## src/rtl/errbank_pkg.sv

```systemverilog
package errbank_pkg;
  typedef enum int unsigned {
    CTR_PARITY   = 0,
    CTR_DISAGREE = 1,
    CTR_LCV      = 2,
    CTR_FERR     = 3
  } ctr_id_e;

  localparam int unsigned DEF_NUM_CTR = 4;
  localparam int unsigned DEF_CNT_W   = 8;
endpackage

```

## src/rtl/tally_cell.sv

```systemverilog
module tally_cell #(
  parameter int unsigned CNT_W   = 8,
  parameter bit          WRAP_OK = 1'b0
) (
  input  logic             clk,
  input  logic             rst_n,
  input  logic             evt_i,
  input  logic             clr_i,
  input  logic             wrap_mode_i,
  output logic [CNT_W-1:0] count_o,
  output logic             flag_o,
  output logic             carry_o
);
  localparam logic [CNT_W-1:0] MAX = {CNT_W{1'b1}};

  // {carry, next value} for one step from v
  function automatic logic [CNT_W:0] step(input logic [CNT_W-1:0] v,
                                          input logic inc,
                                          input logic may_wrap);
    logic [CNT_W:0] r;
    if (!inc)           r = {1'b0, v};
    else if (v != MAX)  r = {1'b0, v + 1'b1};
    else if (may_wrap)  r = {1'b1, {CNT_W{1'b0}}};
    else                r = {1'b0, MAX};
    return r;
  endfunction

  logic [CNT_W-1:0] base;
  logic [CNT_W-1:0] nxt;
  logic             wrap_active;
  logic             wrap_now;
  logic             sat_hit;
  logic             flag_d;

  assign wrap_active      = WRAP_OK && wrap_mode_i;
  assign base             = clr_i ? '0 : count_o;
  assign {wrap_now, nxt}  = step(base, evt_i, wrap_active);
  assign sat_hit          = !wrap_active && evt_i && (nxt == MAX);
  assign flag_d           = (flag_o && !clr_i) || sat_hit;

  always_ff @(posedge clk or negedge rst_n) begin
    if (!rst_n) begin
      count_o <= '0;
      flag_o  <= 1'b0;
      carry_o <= 1'b0;
    end else begin
      count_o <= nxt;
      flag_o  <= flag_d;
      carry_o <= wrap_now;
    end
  end

  // saturating counter at full scale holds
  a_r3_sat_hold: assert property (@(posedge clk) disable iff (!rst_n)
    (!wrap_active && count_o == MAX && !clr_i) |=> (count_o == MAX));
  // a fresh flag appears only with a full-scale count
  a_r3_flag_at_max: assert property (@(posedge clk) disable iff (!rst_n)
    $rose(flag_o) |-> (count_o == MAX));
  // carry is a single-cycle pulse and marks a zero count
  a_r5_carry_pulse: assert property (@(posedge clk) disable iff (!rst_n)
    carry_o |=> !carry_o);
  a_r5_carry_zero: assert property (@(posedge clk) disable iff (!rst_n)
    carry_o |-> (count_o == '0));
  // no flag set by a wrap-mode event
  a_r4_wrap_no_flag: assert property (@(posedge clk) disable iff (!rst_n)
    (wrap_active && !flag_o) |=> !flag_o);
  // read without event clears count and flag
  a_r7_read_clear: assert property (@(posedge clk) disable iff (!rst_n)
    (clr_i && !evt_i) |=> (count_o == '0 && !flag_o));
  // read with event leaves one
  a_r8_read_evt: assert property (@(posedge clk) disable iff (!rst_n)
    (clr_i && evt_i) |=> (count_o == {{(CNT_W-1){1'b0}}, 1'b1}));
endmodule

```

## src/rtl/irq_merge.sv

```systemverilog
module irq_merge #(
  parameter int unsigned N = 4
) (
  input  logic [N-1:0] flag_i,
  input  logic [N-1:0] en_i,
  output logic         irq_o
);
  logic [N-1:0] gated;
  for (genvar g = 0; g < N; g++) begin : g_gate
    assign gated[g] = flag_i[g] & en_i[g];
  end
  assign irq_o = |gated;
endmodule

```

## src/rtl/read_mux.sv

```systemverilog
module read_mux #(
  parameter int unsigned N     = 4,
  parameter int unsigned W     = 8,
  parameter int unsigned SEL_W = 2
) (
  input  logic [N*W-1:0]  counts_i,
  input  logic [SEL_W-1:0] sel_i,
  output logic [W-1:0]    data_o
);
  always_comb begin
    data_o = '0;
    for (int k = 0; k < N; k++) begin
      if (sel_i == SEL_W'(k)) data_o = counts_i[k*W +: W];
    end
  end
endmodule

```

## src/rtl/err_counter_bank.sv

```systemverilog
module err_counter_bank
  import errbank_pkg::*;
#(
  parameter int unsigned         NUM_CTR   = DEF_NUM_CTR,
  parameter int unsigned         CNT_W     = DEF_CNT_W,
  parameter logic [NUM_CTR-1:0]  WRAP_MASK = 4'b1100
) (
  input  logic                       clk,
  input  logic                       rst_n,
  input  logic [NUM_CTR-1:0]         evt_i,
  input  logic                       wrap_en_i,
  input  logic [NUM_CTR-1:0]         irq_en_i,
  input  logic                       rd_stb_i,
  input  logic [$clog2(NUM_CTR)-1:0] rd_sel_i,
  output logic [CNT_W-1:0]           rd_data_o,
  output logic [NUM_CTR-1:0]         carry_o,
  output logic                       irq_o
);
  localparam int unsigned SEL_W = $clog2(NUM_CTR);

  logic [NUM_CTR*CNT_W-1:0] counts;
  logic [NUM_CTR-1:0]       flags;
  logic [NUM_CTR-1:0]       clr_hit;

  for (genvar i = 0; i < NUM_CTR; i++) begin : g_ctr
    assign clr_hit[i] = rd_stb_i && (rd_sel_i == SEL_W'(i));
    tally_cell #(
      .CNT_W  (CNT_W),
      .WRAP_OK(WRAP_MASK[i])
    ) u_cell (
      .clk        (clk),
      .rst_n      (rst_n),
      .evt_i      (evt_i[i]),
      .clr_i      (clr_hit[i]),
      .wrap_mode_i(wrap_en_i),
      .count_o    (counts[i*CNT_W +: CNT_W]),
      .flag_o     (flags[i]),
      .carry_o    (carry_o[i])
    );
  end

  irq_merge #(.N(NUM_CTR)) u_irq (
    .flag_i(flags),
    .en_i  (irq_en_i),
    .irq_o (irq_o)
  );

  read_mux #(.N(NUM_CTR), .W(CNT_W), .SEL_W(SEL_W)) u_rd (
    .counts_i(counts),
    .sel_i   (rd_sel_i),
    .data_o  (rd_data_o)
  );

  // with every enable low the shared line is quiet
  a_r6_irq_gate: assert property (@(posedge clk) disable iff (!rst_n)
    (irq_en_i == '0) |-> !irq_o);
  // counters without wrap capability never carry
  a_r5_no_carry_fixed: assert property (@(posedge clk) disable iff (!rst_n)
    (carry_o & ~WRAP_MASK) == '0);
  // a read strobe selects exactly one counter
  a_r7_one_clear: assert property (@(posedge clk) disable iff (!rst_n)
    $onehot0(clr_hit));
endmodule

```

## config.mk

```make
export PLATFORM = sky130hd
export DESIGN_NAME = err_counter_bank
export DESIGN_NICKNAME = d
export VERILOG_FILES = /design/src/rtl/errbank_pkg.sv /design/src/rtl/tally_cell.sv /design/src/rtl/irq_merge.sv /design/src/rtl/read_mux.sv /design/src/rtl/err_counter_bank.sv
export SDC_FILE = /design/constraint.sdc
export NUM_CORES = 1
export LEC_CHECK = 0
export ABC_AREA = 1
export BUFFER_PORTS_ARGS = -buffer_cell sky130_fd_sc_hd__buf_2
export CORE_MARGIN = 5
export CORE_UTILIZATION = 50
export DETAILED_ROUTE_END_ITERATION = 7
export PLACE_DENSITY_LB_ADDON = 0.12
export SYNTH_ARGS = -nofsm -noshare
export SYNTH_HDL_FRONTEND = slang
export SYNTH_SLANG_ARGS = --single-unit
```

## constraint.sdc

```tcl
create_clock -name clk -period 3.1 [get_ports clk]
set_input_delay 0.31 -clock clk [delete_from_list [all_inputs] [get_ports clk]]
set_output_delay 0.31 -clock clk [all_outputs]
set_load 0.01 [all_outputs]
```

* Word-level counts from Yosys, hierarchy flattened *
Index checks and enable logic that the tools add are counted.

storage, ports and cells
  bits of input ports = 14
  logic and storage cells = 73
  register bits = 40

operators by class
  multiplexer cells = 17
  add/subtract/negate cells = 4
  reductions and logical operators = 25
  equality and inequality tests = 11
  bitwise logic cells = 4

operators with widths
  operator                                              number
  2-to-1 mux 8 bit                                      12
  2-to-1 mux 9 bit                                      5
  adder 8 x 1 -> 8 bit (second input constant)          4
  equality test 8 bit (second input constant)           4
  inequality test 8 bit (second input constant)         4
  logical AND 1 bit                                     14
  logical NOT 1 bit                                     5
  bitwise AND 1 bit                                     4
  equality test 2 bit (second input constant)           2
  logical OR 1 bit                                      4
  OR reduction 4 bit                                    1
  equality test 2 x 1 -> 1 bit (second input constant)  1
  logical NOT 2 bit                                     1

* Logic depth before layout (Yosys ltp) *
Gate-level depths: netlist (run 1).

  word-level depth = 9
  mapped depth = 19
  gate-level depth less buffers = 17

* By module *
Synthesis (run 1) repeated with hierarchy kept, for this count alone.

unflattened totals
  cells, all modules = 446
  area total of the unflattened synthesis = 3032.9 sq um

modules (own cells, without submodules)
  module                             area an instance (sq um)  cells an instance  times used  seq. area each (sq um)
  tally_cell at g_ctr[2].u_cell ...  772.0                     110                2           250.2
  tally_cell at g_ctr[0].u_cell ...  580.6                     81                 2           225.2
  read_mux                           264.0                     47                 1           0.0
  irq_merge                          33.8                      9                  1           0.0
  err_counter_bank                   30.0                      8                  1           0.0

* Least setup slack after synthesis (run 1) *
Ideal clock, no wire load.

  path type = input-to-reg
  start = in rd_sel_i[1]
  end = reg g_ctr[3].u_cell.flag_o
  required time = 2.984 ns
  buffers on the path = 2
  library setup time = 0.116 ns
  arrival = 2.001 ns
  setup slack = 0.983 ns
  stages on the path = 18
  cells stage by stage = buf_6 -> nand2_2 -> inv_6 -> nand2_8 -> buf_6 -> nand2_1 -> inv_1 -> ha_1 -> nand2_1 -> nand3b_2 -> nor2_2 -> nand4_2 -> nand2_1 -> nor2_2 -> nand2_1 -> nor2_1 -> nand2_1 -> nand2_1

on the way
  longest elaborated chain between the ends = 9
  elaborated cells between the ends (all ways) = 12
  those cells by class = 1 x add/sub; 3 x eq/ne; 3 x mux; 5 x reduce/logical

ends and longest elaborated chain
  item                                                                  RTL line                text
  from (decl)                                                           err_counter_bank.sv:14  input logic [$clog2(NUM_CTR)-1:0] rd_sel_i,
  equality test 2 bit *                                                 err_counter_bank.sv:26  assign clr_hit[i] = rd_stb_i && (rd_sel_i == SEL_W'(i));
  logical AND 1 bit *                                                   err_counter_bank.sv:26
  2-to-1 mux 8 bit *                                                    tally_cell.sv:36        assign base = clr_i ? '0 : count_o;
  adder 8 x 1 -> 8 bit / inequality test 8 bit (equally long branches)  tally_cell.sv:22        else if (v != MAX) r = {1'b0, v + 1'b1};
  2-to-1 mux 9 bit                                                      tally_cell.sv:22
  2-to-1 mux 9 bit *                                                    tally_cell.sv:21        if (!inc) r = {1'b0, v};
  named net g_ctr[3].u_cell.nxt[1]                                      tally_cell.sv:29        logic [CNT_W-1:0] nxt;
  equality test 8 bit *                                                 tally_cell.sv:38        assign sat_hit = !wrap_active && evt_i && (nxt == MAX);
  logical AND 1 bit *                                                   tally_cell.sv:38
  logical OR 1 bit *                                                    tally_cell.sv:39        assign flag_d = (flag_o && !clr_i) || sat_hit;
  named net g_ctr[3].u_cell.flag_d                                      tally_cell.sv:33        logic flag_d;
  to (signal assigned)                                                  tally_cell.sv:48        flag_o <= flag_d;
  to (decl)                                                             tally_cell.sv:11        output logic flag_o,

The timed path passes the listed nets; every way through them passes the cells marked *.

* Worst setup path in the final report (run 1) *
Ends and elaborated chain as after synthesis.

==> results.json, run 1 <==
{
  "cts_setup_buffers": 0,
  "postSynthCellCount": 396,
  "ios": 27,
  "numCtsBuffers": 5,
  "fin_nets": 436,
  "crit_chain": "buf_2 > nand2_2 > inv_6 > nand2_8 > nand2_1 > inv_1 > ha_1 > nand2_1 > nand3b_2 > nor2_2 > nand4_2 > nand2_1 > nor2_2 > nand2_1 > nor2_1 > nand2_1 > nand2_1",
  "cts_sinks": 38,
  "core_um2": 5405,
  "worst_path_max_delay_cell": "nand4_2",
  "power_switching_uw": 669.4,
  "fin_hold_ws_ns": 0.1262,
  "async_flop_share_pct": 100.0,
  "crit_path_max_fanout": 15,
  "ys_warn_count": 0,
  "path_common_cell": "nand2_1",
  "clk_pin_slew_ns": 0.08,
  "grt_pass1_vias": 2319,
  "path_buf_inv": 3,
  "finalSetupTns_ns": 0,
  "max_stage_delay_ns": 0.24,
  "die_h_um": 83.96,
  "drt-initial-drc-count": 153,
  "finalCriticalPeriod_ns": 2.064,
  "seq_area_frac_synth_pct": 34.77,
  "yosys.area.top_type_share_pct": 34.77,
  "setup_violations": 0,
  "initial_core_util_pct": 50.60,
  "grt_antenna_before_repair": 0,
  "peakVddDrop_uv": 258.7,
  "routed_wl_um": 6544,
  "avgViaCountPerCell": 5.166,
  "antenna_cells": 0,
  "grt_first_pass_wirelength_um": 10980,
  "cp-start-kind": "input port",
  "synth-edff-count": 0,
  "clockRootBuffer": "clkbuf_8",
  "outcome": "complete, no violations",
  "die_area_um2": 7049,
  "crit_family": "simple AND/OR/NAND/NOR gates",
  "cts_hold_buf": 0,
  "layout_common_cells": "135 x nand2_1, 48 x inv_1, 41 x nor2_1",
  "ys_types": 38,
  "yosys.area.top_type": "dfrtp_1",
  "end_kind": "register",
  "switching_share_pct": 39.27,
  "grt_use_total_pct": 19.22,
  "drt_first_pass_iters": 4,
  "portBuffers": 24,
  "cts.htree.levels": 2,
  "power_density_nw_per_um2": 569.0,
  "grt_max_degree": 39,
  "ys_top_cells_by_area": "dfrtp_1 35%, nand2_1 19%, inv_1 6.6%, nand3_1 5.9%, nor2_1 5.6%",
  "syn_area_per_cell_um2": 6.907,
  "netlist_area_um2": 2735,
  "place_hpwl_um": 5161,
  "clock_latency_ns": 0.30,
  "hold_class": "in2async",
  "cts_buffer_depth": 2,
  "cp.arrival_ns": 2.26,
  "layout-drive-gt1-share_pct": 19.00,
  "tritoncts": "yes",
  "p_leak_uw": 0.001614,
  "p_int_uw": 1035,
  "max_freq_ghz": 0.4845,
  "antenna_left": 0,
  "drc": 0,
  "row_count": 27,
  "dr_total_vias": 2547,
  "required_ns": 3.30,
  "area_delta_synth_final_pct": 9.515,
  "p_clk_share_pct": 24.8,
  "path_class": "in2reg",
  "fin_skew_ns": 0.01060,
  "rsz0062_at_grt": "no",
  "layout_commonest_cell": "nand2_1",
  "p_comb_share_pct": 32.6,
  "gp_congestion": 0.9548,
  "synth-seq-cells": 38,
  "p_seq_share_pct": 42.6,
  "die_w_um": 83.96,
  "slew_headroom_pct": 42.17,
  "wire_per_inst_um": 13.27,
  "tightest_slew_ns": 0.8675,
  "slew_viol_final": 0,
  "grt-ovfl-total": 0,
  "maxCapViolations": 0,
  "final.period_utilization_pct": 66.57,
  "finalHoldViolCount": 0,
  "cts_resized": 0,
  "synthFlopType": "dfrtp_1"
}
==> cell type report <==
| class | instances | area (µm²) |
|---|---|---|
| timing repair buffer | 24 | 120.1 |
| tap | 72 | 90.09 |
| fill | 572 | 2410 |
| multi-input combinational | 297 | 1513 |
| clock buffer | 5 | 68.82 |
| inverter | 54 | 207.7 |
| sequential | 38 | 950.9 |
| clock inverter | 3 | 45.04 |
==> synth_stat cells (3+ instances only) <==
cell and number:
a21oi_1 8, buf_4 4, buf_6 3, dfrtp_1 38
inv_1 48, inv_2 5, nand2_1 135, nand2_2 10
nand2_4 3, nand3_1 32, nand3_2 4, nand3b_1 3
nand4_1 6, nand4_2 3, nor2_1 41, nor2_2 9
nor2_4 5, o2111ai_1 6, o21ai_0 8
==> sequential cells by signal (all words and copies together) (netlist names) <==
| register | cells |
|---|---|
| g_ctr.u_cell.carry_o | 2 |
| g_ctr.u_cell.flag_o | 4 |
| g_ctr.u_cell.count_o | 32 |
==> power by group through the flow <==
stage               Combinational [µW]  Sequential (µW)  Clock (µW)
floorplan                          432              691           0
global placement                   551              736           0
detailed placement                 553              733           0
CTS                                555              726         437
global route                       634              740         460
finish                             555              726         424
==> kinds of logic (layout without fill, tap and decap cells) <==
logic type      after synthesis  after routing  synth area share [%]
flops                        38             38                 34.77
other cells                   1              2                0.1371
simple gates                259            259                 45.97
compound gates               33             33                 7.823
buf+inv                      62             86                 10.06
fa+ha+maj                     2              2                0.9148
xor+xnor                      1              1                0.3203
==> metal layers <==
layer	track usage, %	up-vias	share of wire, %
met2	30.73	65	46
met3	2.863	10	5.2
met4	6.140	0	2.1
met5	0	-	0
li1	-	1302	-
met1	26.71	1170	46
==> stage by stage <==
stage	util (%)	area (µm²)	std cells	worst slack (ns)	total power, µW
finish	55.42	2995	493	1.036	1704
global route	55.42	2995	493	0.8117	1834
CTS	55.42	2995	493	1.040	1717
detailed placement	53.31	2882	485	0.7288	1286
global placement	53.31	2882	485	0.7252	1287
floorplan	-	2739	397	0.9829	1122
==> path summary, 6_finish.rpt <==
| check | from | to | slack [ns] | cells after the start |
|---|---|---|---|---|
| worst max-delay path | rd_sel_i[1] | g_ctr[3].u_cell.flag_o$_DFF_PN0_ | 1.04 | 17 |
| worst min-delay path | rst_n | g_ctr[1].u_cell.count_o[7]$_DFF_PN0_ | 0.13 | 1 |
| worst max register to register | g_ctr[3].u_cell.count_o[0]$_DFF_PN0_ | g_ctr[3].u_cell.flag_o$_DFF_PN0_ | 1.11 | 13 |
| worst min register to register | g_ctr[3].u_cell.flag_o$_DFF_PN0_ | g_ctr[3].u_cell.flag_o$_DFF_PN0_ | 0.49 | 2 |
| max in group asynchronous | rst_n | g_ctr[3].u_cell.count_o[6]$_DFF_PN0_ | 2.43 | 1 |
| min in group clk | evt_i[0] | g_ctr[0].u_cell.count_o[0]$_DFF_PN0_ | 0.30 | 3 |
Note: power is estimated with default switching activity, not from simulation.
==> run 2: changes to the inputs <==
==> constraint.sdc (replaced) <==
create_clock -name clk -period 1.7 [get_ports clk]
set_input_delay 0.17 -clock clk [delete_from_list [all_inputs] [get_ports clk]]
set_output_delay 0.17 -clock clk [all_outputs]
set_load 0.01 [all_outputs]
==> results.json, run 2 (synthesis results as in run 1) <==
{
  "cts_buffer_depth": 2,
  "peakVddDrop_uv": 635.1,
  "fin_hold_ws_ns": 0.1498,
  "row_count": 27,
  "crit_path_max_fanout": 4,
  "portBuffers": 24,
  "cp.arrival_ns": 1.98,
  "tritoncts": "yes",
  "fin_ws_ns": -0.04992,
  "fin_skew_ns": 0.001704,
  "p_seq_share_pct": 38.3,
  "required_ns": 1.93,
  "switching_share_pct": 39.50,
  "setup_violations": 3,
  "utilization_pct": 67.59,
  "grt_first_pass_wirelength_um": 12630,
  "reg2reg_to": "g_ctr[3].u_cell.flag_o$_DFF_PN0_",
  "hold_class": "in2reg",
  "endpoint": "g_ctr[3].u_cell.flag_o$_DFF_PN0_",
  "grt_antenna_before_repair": 0,
  "cp-start-kind": "register",
  "top_regs": "g_ctr.u_cell.count_o: 32 flops, g_ctr.u_cell.flag_o: 4 flops, g_ctr.u_cell.carry_o: 2 flops",
  "clk_pin_slew_ns": 0.08,
  "core_um2": 5405,
  "maxCapViolations": 0,
  "r2r-start": "g_ctr[3].u_cell.count_o[0]$_DFF_PN0_",
  "holdPathStages": 3,
  "grt_pass1_vias": 2761,
  "gp_congestion": 0.8782,
  "grt-ovfl-total": 0,
  "p_leak_uw": 0.001938,
  "finalCriticalPeriod_ns": 1.750,
  "initial_core_util_pct": 50.60,
  "grt_max_degree": 21,
  "drc": 0,
  "reg2reg_slack_ns": -0.05,
  "max_freq_ghz": 0.5715,
  "outcome": "complete, but fails checks",
  "finalHoldViolCount": 0,
  "p_clk_share_pct": 18.9,
  "numCtsBuffers": 5,
  "clockRootBuffer": "clkbuf_8",
  "p_comb_share_pct": 42.8,
  "wire_per_inst_um": 13.26,
  "cts_sinks": 38,
  "largest_register_ffs": 32,
  "reg2regPathDepth": 12,
  "antenna_left": 0,
  "largest-register": "g_ctr.u_cell.count_o",
  "slew_viol_final": 0,
  "dp_slack_ns": -0.2255,
  "final.period_utilization_pct": 102.9,
  "layout-drive-gt1-share_pct": 34.22,
  "fin_nets": 503,
  "die_area_um2": 7049,
  "layout_commonest_cell": "nand2_1",
  "path_class": "reg2reg",
  "place_hpwl_um": 5718,
  "clock_latency_ns": 0.29,
  "violations": "setup timing",
  "power_switching_uw": 1362,
  "p_int_uw": 2086,
  "grt_use_total_pct": 22.00,
  "avgViaCountPerCell": 5.113,
  "ios": 27,
  "end_kind": "register",
  "rsz0062_at_grt": "yes",
  "drt_first_pass_iters": 5,
  "antenna_cells": 0,
  "die_w_um": 83.96,
  "routed_wl_um": 7427,
  "area_delta_synth_final_pct": 33.58,
  "power_density_nw_per_um2": 943.7,
  "cts.htree.levels": 2,
  "die_h_um": 83.96,
  "drt-initial-drc-count": 125,
  "cp-startpoint": "g_ctr[3].u_cell.count_o[0]$_DFF_PN0_",
  "layout_common_cells": "130 x nand2_1, 64 x buf_4, 43 x inv_1",
  "dr_total_vias": 2863
}
## run 2: area by class of cell
cell class | count | area, µm²
repair buffers | 91 | 641.9
clock buffers | 7 | 86.33
inverters | 54 | 210.2
clock inverters | 1 | 5.005
multi-input cells | 297 | 1669
flip-flops and latches | 38 | 950.9
well taps | 72 | 90.09
fillers | 479 | 1752
## run 2: layer usage
metal | routed length [µm] | GRT usage [%] | vias to the layer above
met2 | 3452 | 34.49 | 90
met3 | 398 | 4.047 | 10
met4 | 106 | 5.556 | 0
met5 | 0 | 0 | -
met1 | 3469 | 31.27 | 1319
li1 | - | - | 1444
## run 2: critical path, cell delays in order (launching register included)
cell and delay [ns]:
dfrtp_1 0.40, nand2_4 0.06, inv_2 0.06, ha_4 0.13
nand2_2 0.04, nand3b_4 0.18, nor2_4 0.20, nand2_2 0.08
o21ai_2 0.17, nand4_1 0.12, nor2_2 0.13, nand2_1 0.07
nand2_1 0.05
## run 2: power by group through the flow
| stage | registers [µW] | logic [µW] | clock network (µW) |
|---|---|---|---|
| after floorplan | 1270 | 825 | 0 |
| after global placement | 1320 | 1270 | 0 |
| after detailed placement | 1330 | 1300 | 0 |
| after CTS | 1310 | 1360 | 674 |
| after global routing | 1340 | 1650 | 718 |
| final | 1320 | 1480 | 652 |
## run 2: worst min path at each step
| stage | slack (ns) | end | from |
|---|---|---|---|
| 3_3_place_gp | 0.15 | g_ctr[2].u_cell.carry_o$_DFF_PN0_ | rst_n |
| 4_1_cts | 0.15 | g_ctr[0].u_cell.count_o[0]$_DFF_PN0_ | evt_i[0] |
| 5_1_grt | 0.17 | g_ctr[0].u_cell.count_o[0]$_DFF_PN0_ | evt_i[0] |
| 2_1_floorplan | -0.13 | g_ctr[0].u_cell.count_o[0]$_DFF_PN0_ | rst_n |
| 6_report | 0.15 | g_ctr[0].u_cell.count_o[0]$_DFF_PN0_ | evt_i[0] |
| 3_5_place_dp | 0.16 | g_ctr[2].u_cell.count_o[5]$_DFF_PN0_ | rst_n |
## run 2: metrics by stage
stage,TNS (ns),cell area (µm²),instances,power [µW]
after global routing,-0.4992,3654,560,3712
after detailed placement,-1.369,3354,536,2622
after floorplan,-0.2378,2829,397,2091
final,-0.06790,3654,560,3448
after CTS,-0.01058,3507,550,3342
after global placement,-0.8759,3354,536,2598
## run 2: what timing repair did
action,CTS,global route
setup buffers,5,10
endpoints found under the hold margin,19,0
pin swaps,15,14
hold buffers,1,0
endpoints found under the setup margin,3,13
resized for setup,6,17
==> run 3: changes to the inputs <==
--- a/config.mk
+++ b/config.mk
@@ -9,6 +9,7 @@
 export BUFFER_PORTS_ARGS = -buffer_cell sky130_fd_sc_hd__buf_2
 export CORE_MARGIN = 5
 export CORE_UTILIZATION = 50
+export CTS_BUF_LIST = sky130_fd_sc_hd__clkbuf_8
 export DETAILED_ROUTE_END_ITERATION = 7
 export PLACE_DENSITY_LB_ADDON = 0.12
 export SYNTH_ARGS = -nofsm -noshare
==> results.json, run 3 (synthesis results as in run 1) <==
{
  "outcome": "complete, but fails checks",
  "violations": "setup timing",
  "fillers": 479,
  "area_delta_synth_final_pct": 33.58,
  "layout-drive-gt1-share_pct": 34.22,
  "cts_buffer_depth": 2,
  "dr_wl_met2_um": 3467,
  "portBuffers": 24,
  "final.period_utilization_pct": 103.0,
  "gp_congestion": 0.8782,
  "layout_commonest_cell": "nand2_1",
  "dpl.cell_count": 536,
  "cts_sinks": 38,
  "die_area_um2": 7049,
  "finalCriticalPeriod_ns": 1.751,
  "drt-initial-drc-count": 125,
  "layout_common_cells": "130 x nand2_1, 64 x buf_4, 44 x inv_1",
  "top_layer": "met4",
  "reg2reg_slack_ns": -0.05,
  "avgViaCountPerCell": 5.052,
  "holdPathStages": 3,
  "clockRootBuffer": "clkbuf_8",
  "switching_share_pct": 39.51,
  "crit_chain": "nand2_4 > inv_2 > ha_4 > nand2_2 > nand3b_4 > nor2_4 > nand2_2 > o21ai_2 > nand4_1 > nor2_2 > nand2_1 > nand2_1",
  "p_leak_uw": 0.001942,
  "maxCapViolations": 0,
  "antenna_cells": 0,
  "fin_skew_ns": 0.001784,
  "tritoncts": "yes",
  "routed_wl_um": 7416,
  "ios": 27,
  "numCtsBuffers": 5,
  "path_class": "reg2reg",
  "cp-start-kind": "register",
  "grt_antenna_before_repair": 0,
  "grt_pass1_vias": 2761,
  "path_buf_inv": 1,
  "largest-register": "g_ctr.u_cell.count_o",
  "slew_viol_final": 0,
  "worst_path_max_delay_cell": "dfrtp_1",
  "fin_hold_ws_ns": 0.1500,
  "crit_family": "simple AND/OR/NAND/NOR gates",
  "grt_max_degree": 21,
  "wire_per_inst_um": 13.24,
  "die_w_um": 83.96,
  "top_regs": "g_ctr.u_cell.count_o: 32 flops, g_ctr.u_cell.flag_o: 4 flops, g_ctr.u_cell.carry_o: 2 flops",
  "wl_met3_um": 360,
  "power_density_nw_per_um2": 941.1,
  "holdCritStartpoint": "evt_i[0]",
  "utilization_pct": 67.59,
  "max_freq_ghz": 0.5710,
  "fin_cells": 560,
  "p_seq_share_pct": 38.4,
  "grt_first_pass_wirelength_um": 12630,
  "r2r-start": "g_ctr[3].u_cell.count_o[0]$_DFF_PN0_",
  "power_switching_uw": 1358,
  "drt_first_pass_iters": 4,
  "hold_class": "in2reg",
  "end_kind": "register",
  "place_hpwl_um": 5718,
  "clock_latency_ns": 0.29,
  "p_int_uw": 2080,
  "drc": 0,
  "peakVddDrop_uv": 634.3,
  "reg2reg_to": "g_ctr[3].u_cell.flag_o$_DFF_PN0_",
  "row_count": 27,
  "cp.arrival_ns": 1.98,
  "fin_ws_ns": -0.05142,
  "wl_met1_um": 3509,
  "core_um2": 5405,
  "dr_total_vias": 2829,
  "grt_use_total_pct": 22.00,
  "clk_pin_slew_ns": 0.08,
  "initial_core_util_pct": 50.60,
  "finalSetupTns_ns": -0.06257,
  "reg2regPathDepth": 12,
  "grt-ovfl-total": 0,
  "rsz0062_at_grt": "yes",
  "max_stage_delay_ns": 0.40,
  "p_clk_share_pct": 18.8,
  "p_comb_share_pct": 42.8,
  "antenna_left": 0,
  "finalHoldViolCount": 0,
  "setup_violations": 2,
  "die_h_um": 83.96,
  "largest_register_ffs": 32,
  "crit_path_max_fanout": 4,
  "cts.htree.levels": 2,
  "fin_nets": 503,
  "required_ns": 1.93,
  "min_to": "g_ctr[0].u_cell.count_o[0]$_DFF_PN0_"
}
[run 3: cell count changes in the layout (fill, tap and decap cells not counted), sizes merged]
cell    change
clkbuf      -1
inv         +1
[run 3: final cells by class]
type                    count  area, µm²  area share, %
clock buffers               6      82.58          2.260
clock inverters             2      8.758         0.2397
inverters                  54      210.2          5.753
multi-input cells         297       1669          45.68
flip-flops and latches     38      950.9          26.03
well taps                  72      90.09          2.466
repair buffers             91      641.9          17.57
[run 3: timing repair]
| action | 4_1_cts | 5_1_grt |
|---|---|---|
| hold buffers | 1 | 0 |
| pin swaps | 15 | 14 |
| resized for setup | 6 | 17 |
| setup endpoints to repair | 3 | 13 |
| setup buffers | 5 | 10 |
| hold endpoints to repair | 19 | 0 |
[run 3: power by group through the flow]
stage          logic, µW  registers [µW]  clock network, µW
2_1_floorplan        825            1270                  0
3_3_place_gp        1270            1320                  0
3_5_place_dp        1300            1330                  0
4_1_cts             1360            1310                669
5_1_grt             1650            1340                712
6_report            1470            1320                647
[run 3: worst max-delay path by stage]
stage                                         start                               end  slack (ns)  depth (start not counted)
3_5_place_dp                            rd_sel_i[0]  g_ctr[3].u_cell.flag_o$_DFF_PN0_       -0.23                         18
4_1_cts        g_ctr[3].u_cell.count_o[0]$_DFF_PN0_  g_ctr[3].u_cell.flag_o$_DFF_PN0_       -0.01                         14
6_report       g_ctr[3].u_cell.count_o[0]$_DFF_PN0_  g_ctr[3].u_cell.flag_o$_DFF_PN0_       -0.05                         12
5_1_grt        g_ctr[3].u_cell.count_o[0]$_DFF_PN0_  g_ctr[3].u_cell.flag_o$_DFF_PN0_       -0.16                         14
2_1_floorplan                           rd_sel_i[1]  g_ctr[3].u_cell.flag_o$_DFF_PN0_       -0.14                         19
3_3_place_gp                            rd_sel_i[0]  g_ctr[3].u_cell.flag_o$_DFF_PN0_       -0.19                         18
[run 3: per-stage QoR]
step | worst slack (ns) | total power, µW | instance area, µm²
floorplan | -0.1423 | 2091 | 2829
global placement | -0.1867 | 2598 | 3354
detailed placement | -0.2255 | 2622 | 3354
global route | -0.1641 | 3706 | 3654
finish | -0.05142 | 3438 | 3654
CTS | -0.01058 | 3336 | 3507
[run 3: worst min-delay path: stages]
cell and delay, ns:
buf_2 0.09, nor2_1 0.04, a21oi_1 0.10
[run 3: layer usage]
layer	vias up	global-route usage, %
met1	1315	31.27
met2	64	34.49
met4	0	5.556
met3	8	4.047
met5	-	0
li1	1442	-
